[config.mk]
export PLATFORM = sky130hd
export DESIGN_NAME = gpio_change_port
export DESIGN_NICKNAME = d
export VERILOG_FILES = /design/src/rtl/gpio_port_pkg.sv /design/src/rtl/gpio_sync.sv /design/src/rtl/gpio_regs.sv /design/src/rtl/gpio_change.sv /design/src/rtl/gpio_change_port.sv
export SDC_FILE = /design/constraint.sdc
export NUM_CORES = 1
export LEC_CHECK = 0
export BUFFER_PORTS_ARGS = -buffer_cell sky130_fd_sc_hd__buf_2
export CAP_MARGIN = 20
export CORE_ASPECT_RATIO = 0.75
export CORE_UTILIZATION = 45
export CTS_BUF_LIST = sky130_fd_sc_hd__clkbuf_8
export DETAILED_ROUTE_END_ITERATION = 7
export GPL_TIMING_DRIVEN = 0
export HOLD_SLACK_MARGIN = 0.12
export PLACE_DENSITY = 0.81
export SETUP_SLACK_MARGIN = 0.1
export SLEW_MARGIN = 15
export SYNTH_ARGS = -nofsm -noshare
export SYNTH_HDL_FRONTEND = slang
export SYNTH_SLANG_ARGS = --single-unit
export TNS_END_PERCENT = 20
[constraint.sdc]
create_clock -name clk_i -period 3.8 [get_ports clk_i]
set_input_delay 0.57 -clock clk_i [delete_from_list [all_inputs] [get_ports clk_i]]
set_output_delay 0.57 -clock clk_i [all_outputs]
set_load 0.01 [all_outputs]
[src/rtl/gpio_port_pkg.sv]
package gpio_port_pkg;
  typedef enum logic [2:0] {
    REG_DATA = 3'd0,
    REG_DIR  = 3'd1,
    REG_CTRL = 3'd2,
    REG_FLAG = 3'd3,
    REG_OVR  = 3'd4
  } reg_addr_e;

  localparam int CTRL_PU_N_BIT = 0;
  localparam int CTRL_IE_BIT   = 1;
  localparam int FLAG_BIT      = 0;
endpackage

[src/rtl/gpio_sync.sv]
module gpio_sync #(
  parameter int WIDTH  = 8,
  parameter int STAGES = 2
) (
  input  logic             clk_i,
  input  logic             rst_ni,
  input  logic [WIDTH-1:0] d_i,
  output logic [WIDTH-1:0] q_o
);
  logic [STAGES-1:0][WIDTH-1:0] chain_q;

  always_ff @(posedge clk_i or negedge rst_ni) begin
    if (!rst_ni) begin
      chain_q <= '0;
    end else begin
      chain_q[0] <= d_i;
      for (int s = 1; s < STAGES; s++) chain_q[s] <= chain_q[s-1];
    end
  end

  assign q_o = chain_q[STAGES-1];
endmodule

[src/rtl/gpio_regs.sv]
module gpio_regs
  import gpio_port_pkg::*;
#(
  parameter int          WIDTH    = 8,
  parameter logic [WIDTH-1:0] OVR_MASK = 8'h0C
) (
  input  logic             clk_i,
  input  logic             por_ni,
  input  logic             rst_ni,
  input  logic             wr_i,
  input  logic [2:0]       addr_i,
  input  logic [WIDTH-1:0] wdata_i,
  output logic [WIDTH-1:0] latch_o,
  output logic [WIDTH-1:0] dir_o,
  output logic [WIDTH-1:0] ovr_o,
  output logic             pu_n_o,
  output logic             ie_o
);
  logic [WIDTH-1:0] latch_q, dir_q, ovr_q;
  logic             pu_n_q, ie_q;

  // latch survives system reset; only power-on clears it
  always_ff @(posedge clk_i or negedge por_ni) begin
    if (!por_ni)                          latch_q <= '0;
    else if (wr_i && addr_i == REG_DATA) latch_q <= wdata_i;
  end

  always_ff @(posedge clk_i or negedge rst_ni) begin
    if (!rst_ni) begin
      dir_q  <= '1;
      ovr_q  <= '0;
      pu_n_q <= 1'b0;
      ie_q   <= 1'b0;
    end else if (wr_i) begin
      case (addr_i)
        REG_DIR:  dir_q <= wdata_i;
        REG_OVR:  ovr_q <= wdata_i & OVR_MASK;
        REG_CTRL: begin
          pu_n_q <= wdata_i[CTRL_PU_N_BIT];
          ie_q   <= wdata_i[CTRL_IE_BIT];
        end
        default: ;
      endcase
    end
  end

  assign latch_o = latch_q;
  assign dir_o   = dir_q;
  assign ovr_o   = ovr_q;
  assign pu_n_o  = pu_n_q;
  assign ie_o    = ie_q;


  latch_hold_chk: assert property (@(posedge clk_i) disable iff (!por_ni)
    !(wr_i && addr_i == REG_DATA) |=> $stable(latch_q));


  dir_write_chk: assert property (@(posedge clk_i) disable iff (!rst_ni)
    (wr_i && addr_i == REG_DIR) |=> dir_q == $past(wdata_i));
endmodule

[src/rtl/gpio_change.sv]
module gpio_change #(
  parameter int WIDTH = 8
) (
  input  logic             clk_i,
  input  logic             rst_ni,
  input  logic             rd_i,
  input  logic             clr_i,
  input  logic [WIDTH-1:0] sync_i,
  output logic             flag_o
);
  logic [WIDTH-1:0] snap_q;
  logic             flag_q;
  logic             mismatch;

  assign mismatch = |(sync_i ^ snap_q);

  always_ff @(posedge clk_i or negedge rst_ni) begin
    if (!rst_ni) begin
      snap_q <= '0;
      flag_q <= 1'b0;
    end else begin
      if (rd_i) snap_q <= sync_i;
      // a new change wins over a clear in the same cycle
      if (mismatch)   flag_q <= 1'b1;
      else if (clr_i) flag_q <= 1'b0;
    end
  end

  assign flag_o = flag_q;


  snap_reload_chk: assert property (@(posedge clk_i) disable iff (!rst_ni)
    rd_i |=> snap_q == $past(sync_i));


  flag_set_chk: assert property (@(posedge clk_i) disable iff (!rst_ni)
    (sync_i != snap_q) |=> flag_q);


  flag_sticky_chk: assert property (@(posedge clk_i) disable iff (!rst_ni)
    (flag_q && !clr_i) |=> flag_q);
endmodule

[src/rtl/gpio_change_port.sv]
module gpio_change_port
  import gpio_port_pkg::*;
#(
  parameter int               WIDTH       = 8,
  parameter int               SYNC_STAGES = 2,
  parameter logic [WIDTH-1:0] OVR_MASK    = 8'h0C
) (
  input  logic             clk_i,
  input  logic             por_ni,
  input  logic             rst_ni,
  input  logic             sel_i,
  input  logic             we_i,
  input  logic [2:0]       addr_i,
  input  logic [WIDTH-1:0] wdata_i,
  output logic [WIDTH-1:0] rdata_o,
  input  logic [WIDTH-1:0] pin_i,
  output logic [WIDTH-1:0] pin_o,
  output logic [WIDTH-1:0] pin_oe_o,
  output logic [WIDTH-1:0] pull_up_o,
  input  logic [WIDTH-1:0] periph_out_i,
  output logic [WIDTH-1:0] pin_sync_o,
  output logic             irq_o
);
  logic             rst_any_n;
  logic             wr, rd_data, clr_flag;
  logic [WIDTH-1:0] latch, dir, ovr, sync;
  logic             pu_n, ie, flag;

  assign rst_any_n = rst_ni & por_ni;
  assign wr        = sel_i & we_i;
  assign rd_data   = sel_i & ~we_i & (addr_i == REG_DATA);
  assign clr_flag  = wr & (addr_i == REG_FLAG) & wdata_i[FLAG_BIT];

  gpio_sync #(.WIDTH(WIDTH), .STAGES(SYNC_STAGES)) u_sync (
    .clk_i (clk_i),
    .rst_ni(rst_any_n),
    .d_i   (pin_i),
    .q_o   (sync)
  );

  gpio_regs #(.WIDTH(WIDTH), .OVR_MASK(OVR_MASK)) u_regs (
    .clk_i  (clk_i),
    .por_ni (por_ni),
    .rst_ni (rst_any_n),
    .wr_i   (wr),
    .addr_i (addr_i),
    .wdata_i(wdata_i),
    .latch_o(latch),
    .dir_o  (dir),
    .ovr_o  (ovr),
    .pu_n_o (pu_n),
    .ie_o   (ie)
  );

  gpio_change #(.WIDTH(WIDTH)) u_change (
    .clk_i (clk_i),
    .rst_ni(rst_any_n),
    .rd_i  (rd_data),
    .clr_i (clr_flag),
    .sync_i(sync),
    .flag_o(flag)
  );

  // per-pin pad drive: override takes precedence over the latch
  for (genvar i = 0; i < WIDTH; i++) begin : g_pad
    assign pin_o[i]     = ovr[i] ? periph_out_i[i] : latch[i];
    assign pin_oe_o[i]  = ~dir[i];
    assign pull_up_o[i] = ~pu_n & dir[i];
  end

  assign pin_sync_o = sync;
  assign irq_o      = flag & ie;

  always_comb begin
    rdata_o = '0;
    case (addr_i)
      REG_DATA: rdata_o = sync;
      REG_DIR:  rdata_o = dir;
      REG_OVR:  rdata_o = ovr;
      REG_CTRL: begin
        rdata_o[CTRL_PU_N_BIT] = pu_n;
        rdata_o[CTRL_IE_BIT]   = ie;
      end
      REG_FLAG: rdata_o[FLAG_BIT] = flag;
      default:  rdata_o = '0;
    endcase
  end
endmodule

==> impl_metrics.prom <==
# TYPE chip_impl_metric gauge
chip_impl_info{name="outcome",value="complete, no violations"} 1
chip_impl_info{name="timing.critical_path.from_type",value="register"} 1
chip_impl_metric{name="fin_ws",unit="ns"} 1.51
chip_impl_info{name="worst_hold_path_type",value="in2async"} 1
chip_impl_metric{name="placement.io_buffers",unit=""} 65
chip_impl_metric{name="leak_pwr",unit="nW"} 1.34
chip_impl_metric{name="drt-wirelength-per-cell",unit="um"} 14.1
chip_impl_metric{name="count_of_non_filler_cells_in_the_finished_layout",unit=""} 287
chip_impl_metric{name="floorplan.die_area",unit="sq um"} 4880
chip_impl_metric{name="async_reset_ff_share",unit="%"} 100
chip_impl_metric{name="power.ir.vdd_worst",unit="mV"} 0.381
chip_impl_metric{name="cts_buffer_depth",unit=""} 2
chip_impl_metric{name="clock_skew",unit="ns"} 0.00556
chip_impl_metric{name="netlist_instances",unit=""} 157
chip_impl_info{name="synth.top_cells.by_count",value="37 x sky130_fd_sc_hd__dfrtp_1, 22 x sky130_fd_sc_hd__mux2_2, 15 x sky130_fd_sc_hd__buf_4"} 1
chip_impl_metric{name="nFillCells",unit=""} 342
chip_impl_metric{name="critical_path_arrival",unit="ns"} 1.72
chip_impl_metric{name="cts-buffers-inserted",unit=""} 5
chip_impl_metric{name="final-hold-violation-count",unit=""} 0
chip_impl_metric{name="io_pins",unit=""} 73
chip_impl_metric{name="die_width",unit="um"} 80.3
chip_impl_metric{name="h-tree-depth",unit=""} 2
chip_impl_metric{name="chipHeight",unit="um"} 60.7
chip_impl_info{name="regToRegStartpoint",value="u_sync.q_o[1]"} 1
chip_impl_metric{name="p_per_area",unit="nW/um^2"} 511
chip_impl_metric{name="post-synth-top-area-fraction",unit="%"} 44.7
chip_impl_info{name="synth_area_leaders",value="sky130_fd_sc_hd__dfrtp_1 45%, sky130_fd_sc_hd__mux2_2 12%, sky130_fd_sc_hd__dfstp_2 10%, sky130_fd_sc_hd__mux2_4 5.8%, sky130_fd_sc_hd__buf_4 5.4%"} 1
chip_impl_metric{name="ys_seq_area_share",unit="%"} 54.9
chip_impl_metric{name="achievable-frequency",unit="MHz"} 437
chip_impl_metric{name="routabilityCongestion",unit=""} 0.776
chip_impl_metric{name="grt_first_pass_wirelength",unit="mm"} 6.62
chip_impl_metric{name="detail_route.vias_per_cell",unit=""} 4.90
chip_impl_metric{name="starting_utilization_of_the_core_area",unit="%"} 49.0
chip_impl_metric{name="drt.antenna.violating_nets",unit=""} 0
chip_impl_info{name="critical_path.startpoint",value="u_regs.pu_n_o"} 1
chip_impl_metric{name="met2RoutedLength",unit="mm"} 1.87
chip_impl_metric{name="wirelength",unit="mm"} 4.04
chip_impl_metric{name="post_cts.repair.setup_buffers",unit=""} 0
chip_impl_metric{name="worst_setup_hold_path_clk_slew",unit="ns"} 0.08
chip_impl_metric{name="count_of_distinct_cell_types_in_the_synthesized_netlist",unit=""} 28
chip_impl_metric{name="area_growth_syn_to_layout",unit="%"} 26.5
chip_impl_metric{name="final-max-slew-violation-count",unit=""} 0
chip_impl_metric{name="post-route-util",unit="%"} 62.0
chip_impl_metric{name="post_route_cells_drive_above_1_share",unit="%"} 58.2
chip_impl_metric{name="remaining_drc_errors",unit=""} 0
chip_impl_metric{name="final.min_clock_period",unit="ns"} 2.29
chip_impl_metric{name="finish.net_count",unit=""} 263
chip_impl_metric{name="drt_first_iter_violations",unit=""} 45
chip_impl_metric{name="floorplan.core_area",unit="sq um"} 4230
chip_impl_info{name="yosys.area.top_type",value="sky130_fd_sc_hd__dfrtp_1"} 1
chip_impl_info{name="cts_root_buffer",value="sky130_fd_sc_hd__clkbuf_8"} 1
chip_impl_metric{name="period_share",unit="%"} 60.2
chip_impl_info{name="setup.worst_path.end_class",value="primary output"} 1
chip_impl_metric{name="timing.slew.headroom",unit="%"} 65.9
chip_impl_metric{name="synth-edff-count",unit=""} 0
chip_impl_metric{name="routed-via-count",unit=""} 1407
chip_impl_info{name="critPathKind",value="reg2out"} 1
chip_impl_metric{name="worstPathMaxFanout",unit=""} 10
chip_impl_info{name="synth_most_common_cell",value="sky130_fd_sc_hd__dfrtp_1"} 1
chip_impl_metric{name="multi_input_comb_area",unit="sq um"} 759
chip_impl_metric{name="clock_sinks",unit=""} 45
chip_impl_metric{name="postSynthNetCount",unit=""} 189
chip_impl_metric{name="antenna_found_initial",unit=""} 0
chip_impl_metric{name="finalSetupTns",unit="ns"} 0
chip_impl_metric{name="gr-usage-all-layers",unit="%"} 19.2
chip_impl_metric{name="finalSetupViolations",unit=""} 0
chip_impl_metric{name="detail_route.wirelength.met1",unit="mm"} 1.93
chip_impl_metric{name="crit_required",unit="ns"} 3.23
chip_impl_metric{name="syn-mean-instance-area",unit="sq um"} 13.2
chip_impl_metric{name="grt_overflow_total",unit=""} 0
chip_impl_metric{name="std_cell_rows",unit=""} 20
chip_impl_metric{name="worst-slew-pin-transition",unit="ns"} 0.512
chip_impl_metric{name="ys_seq_elements",unit=""} 45
chip_impl_info{name="tritoncts",value="yes"} 1
chip_impl_metric{name="worst_slack_at_placement",unit="ns"} 1.58
chip_impl_metric{name="register_area",unit="sq um"} 1140
chip_impl_metric{name="first_global_vias",unit=""} 1330
chip_impl_metric{name="route.met3.wl",unit="um"} 172
chip_impl_metric{name="synth_area",unit="sq um"} 2070
chip_impl_metric{name="max_cap_violations",unit=""} 0
chip_impl_metric{name="yosys_warnings",unit=""} 0
chip_impl_metric{name="dp.final_hpwl",unit="mm"} 3.14
chip_impl_metric{name="dpl.cell_count",unit=""} 278
chip_impl_metric{name="insertedDiodeCount",unit=""} 0
chip_impl_metric{name="worst_skew_pair.late_latency",unit="ns"} 0.30
chip_impl_info{name="dominantRegCellSynth",value="sky130_fd_sc_hd__dfrtp_1"} 1
chip_impl_metric{name="grt_start_max_net_pins",unit=""} 26
chip_impl_metric{name="firstDrtPassIters",unit=""} 4
chip_impl_info{name="rsz0062_at_grt",value="false"} 1
chip_impl_info{name="dr.max_layer_used",value="met4"} 1
[cell families after synthesis]
family | share of synthesized area, %
compound gates | 1.39
xor+xnor | 3.38
buf+inv | 8.52
flops | 54.9
mux | 22.2
simple gates | 9.61
[worst max-delay path, cell delays in order (launching register included)]
cell                       delay [ns]
sky130_fd_sc_hd__dfrtp_1         0.37
sky130_fd_sc_hd__clkbuf_1        0.25
sky130_fd_sc_hd__mux4_2          0.51
sky130_fd_sc_hd__nor2b_1         0.14
sky130_fd_sc_hd__buf_2           0.15
[metrics by stage]
| stage | hold slack, ns | power, mW | cell area, sq um |
|---|---|---|---|
| CTS | 0.291 | 1.35 | 2620 |
| finish | 0.290 | 1.34 | 2620 |
| global route | 0.307 | 1.41 | 2620 |
| detailed placement | 0.337 | 0.977 | 2490 |
| floorplan | 0.274 | 0.847 | 2070 |
| global placement | 0.333 | 0.961 | 2460 |
[area by class of cell]
cell class              instances  area share [%]
clock inverters                 3            1.81
flip-flops and latches         45            43.4
repair buffers                 67            13.8
clock buffers                   5            2.63
plain buffers                  21            5.59
inverters                       8            1.15
well taps                      55            2.63
multi-input cells              83            29.0
[final timing paths]
kind	slack, ns	cells past startpoint	endpoint
setup / recovery	1.51	4	rdata_o[0]
hold / removal	0.29	2	u_regs.pu_n_o
setup reg to reg	2.60	3	u_change.flag_o
hold reg to reg	0.36	0	u_sync.q_o[5]
max in group asynchronous	2.27	4	u_regs.dir_o[2]
min in group clk_i	0.36	0	u_sync.q_o[5]
[layer usage]
layer  global-route usage, %  up-vias
met3                    5.11        9
li1                        -      662
met1                    26.0      696
met5                       0        -
met4                    7.65        0
met2                    30.2       40
[placed cells by master (no fill, tap or decap), types with 2 or more instances in the layout]
| cell | count |
|---|---|
| sky130_fd_sc_hd__and2_1 | 2 |
| sky130_fd_sc_hd__buf_2 | 67 |
| sky130_fd_sc_hd__buf_4 | 15 |
| sky130_fd_sc_hd__clkbuf_1 | 2 |
| sky130_fd_sc_hd__clkbuf_8 | 5 |
| sky130_fd_sc_hd__dfrtp_1 | 37 |
| sky130_fd_sc_hd__dfstp_2 | 8 |
| sky130_fd_sc_hd__inv_1 | 8 |
| sky130_fd_sc_hd__inv_6 | 2 |
| sky130_fd_sc_hd__mux2_2 | 22 |
| sky130_fd_sc_hd__mux2_4 | 8 |
| sky130_fd_sc_hd__mux2i_1 | 7 |
| sky130_fd_sc_hd__nand3_1 | 2 |
| sky130_fd_sc_hd__nand3b_1 | 3 |
| sky130_fd_sc_hd__nor2_1 | 11 |
| sky130_fd_sc_hd__nor3_1 | 5 |
| sky130_fd_sc_hd__nor4_1 | 3 |
| sky130_fd_sc_hd__o21a_1 | 2 |
| sky130_fd_sc_hd__xor2_1 | 8 |
[registers in the layout (all words and copies together) (netlist names)]
signal	count
u_regs.latch_o	8
u_regs.ie_o	1
u_sync.chain_q	8
u_change.flag_o	1
u_sync.q_o	8
u_regs.pu_n_o	1
u_regs.dir_o	8
u_change.snap_q	8
u_regs.ovr_o	2
[power by group]
group | switching, mW | internal [mW]
Clock | 0.173 | 0.201
Sequential | 0.0554 | 0.571
Combinational | 0.150 | 0.189
[repair_timing]
action	4_1_cts	5_1_grt
resized for setup	0	0
hold endpoints to repair	8	0
hold buffers	1	0
No activity file was read; power rests on OpenSTA's default activity.
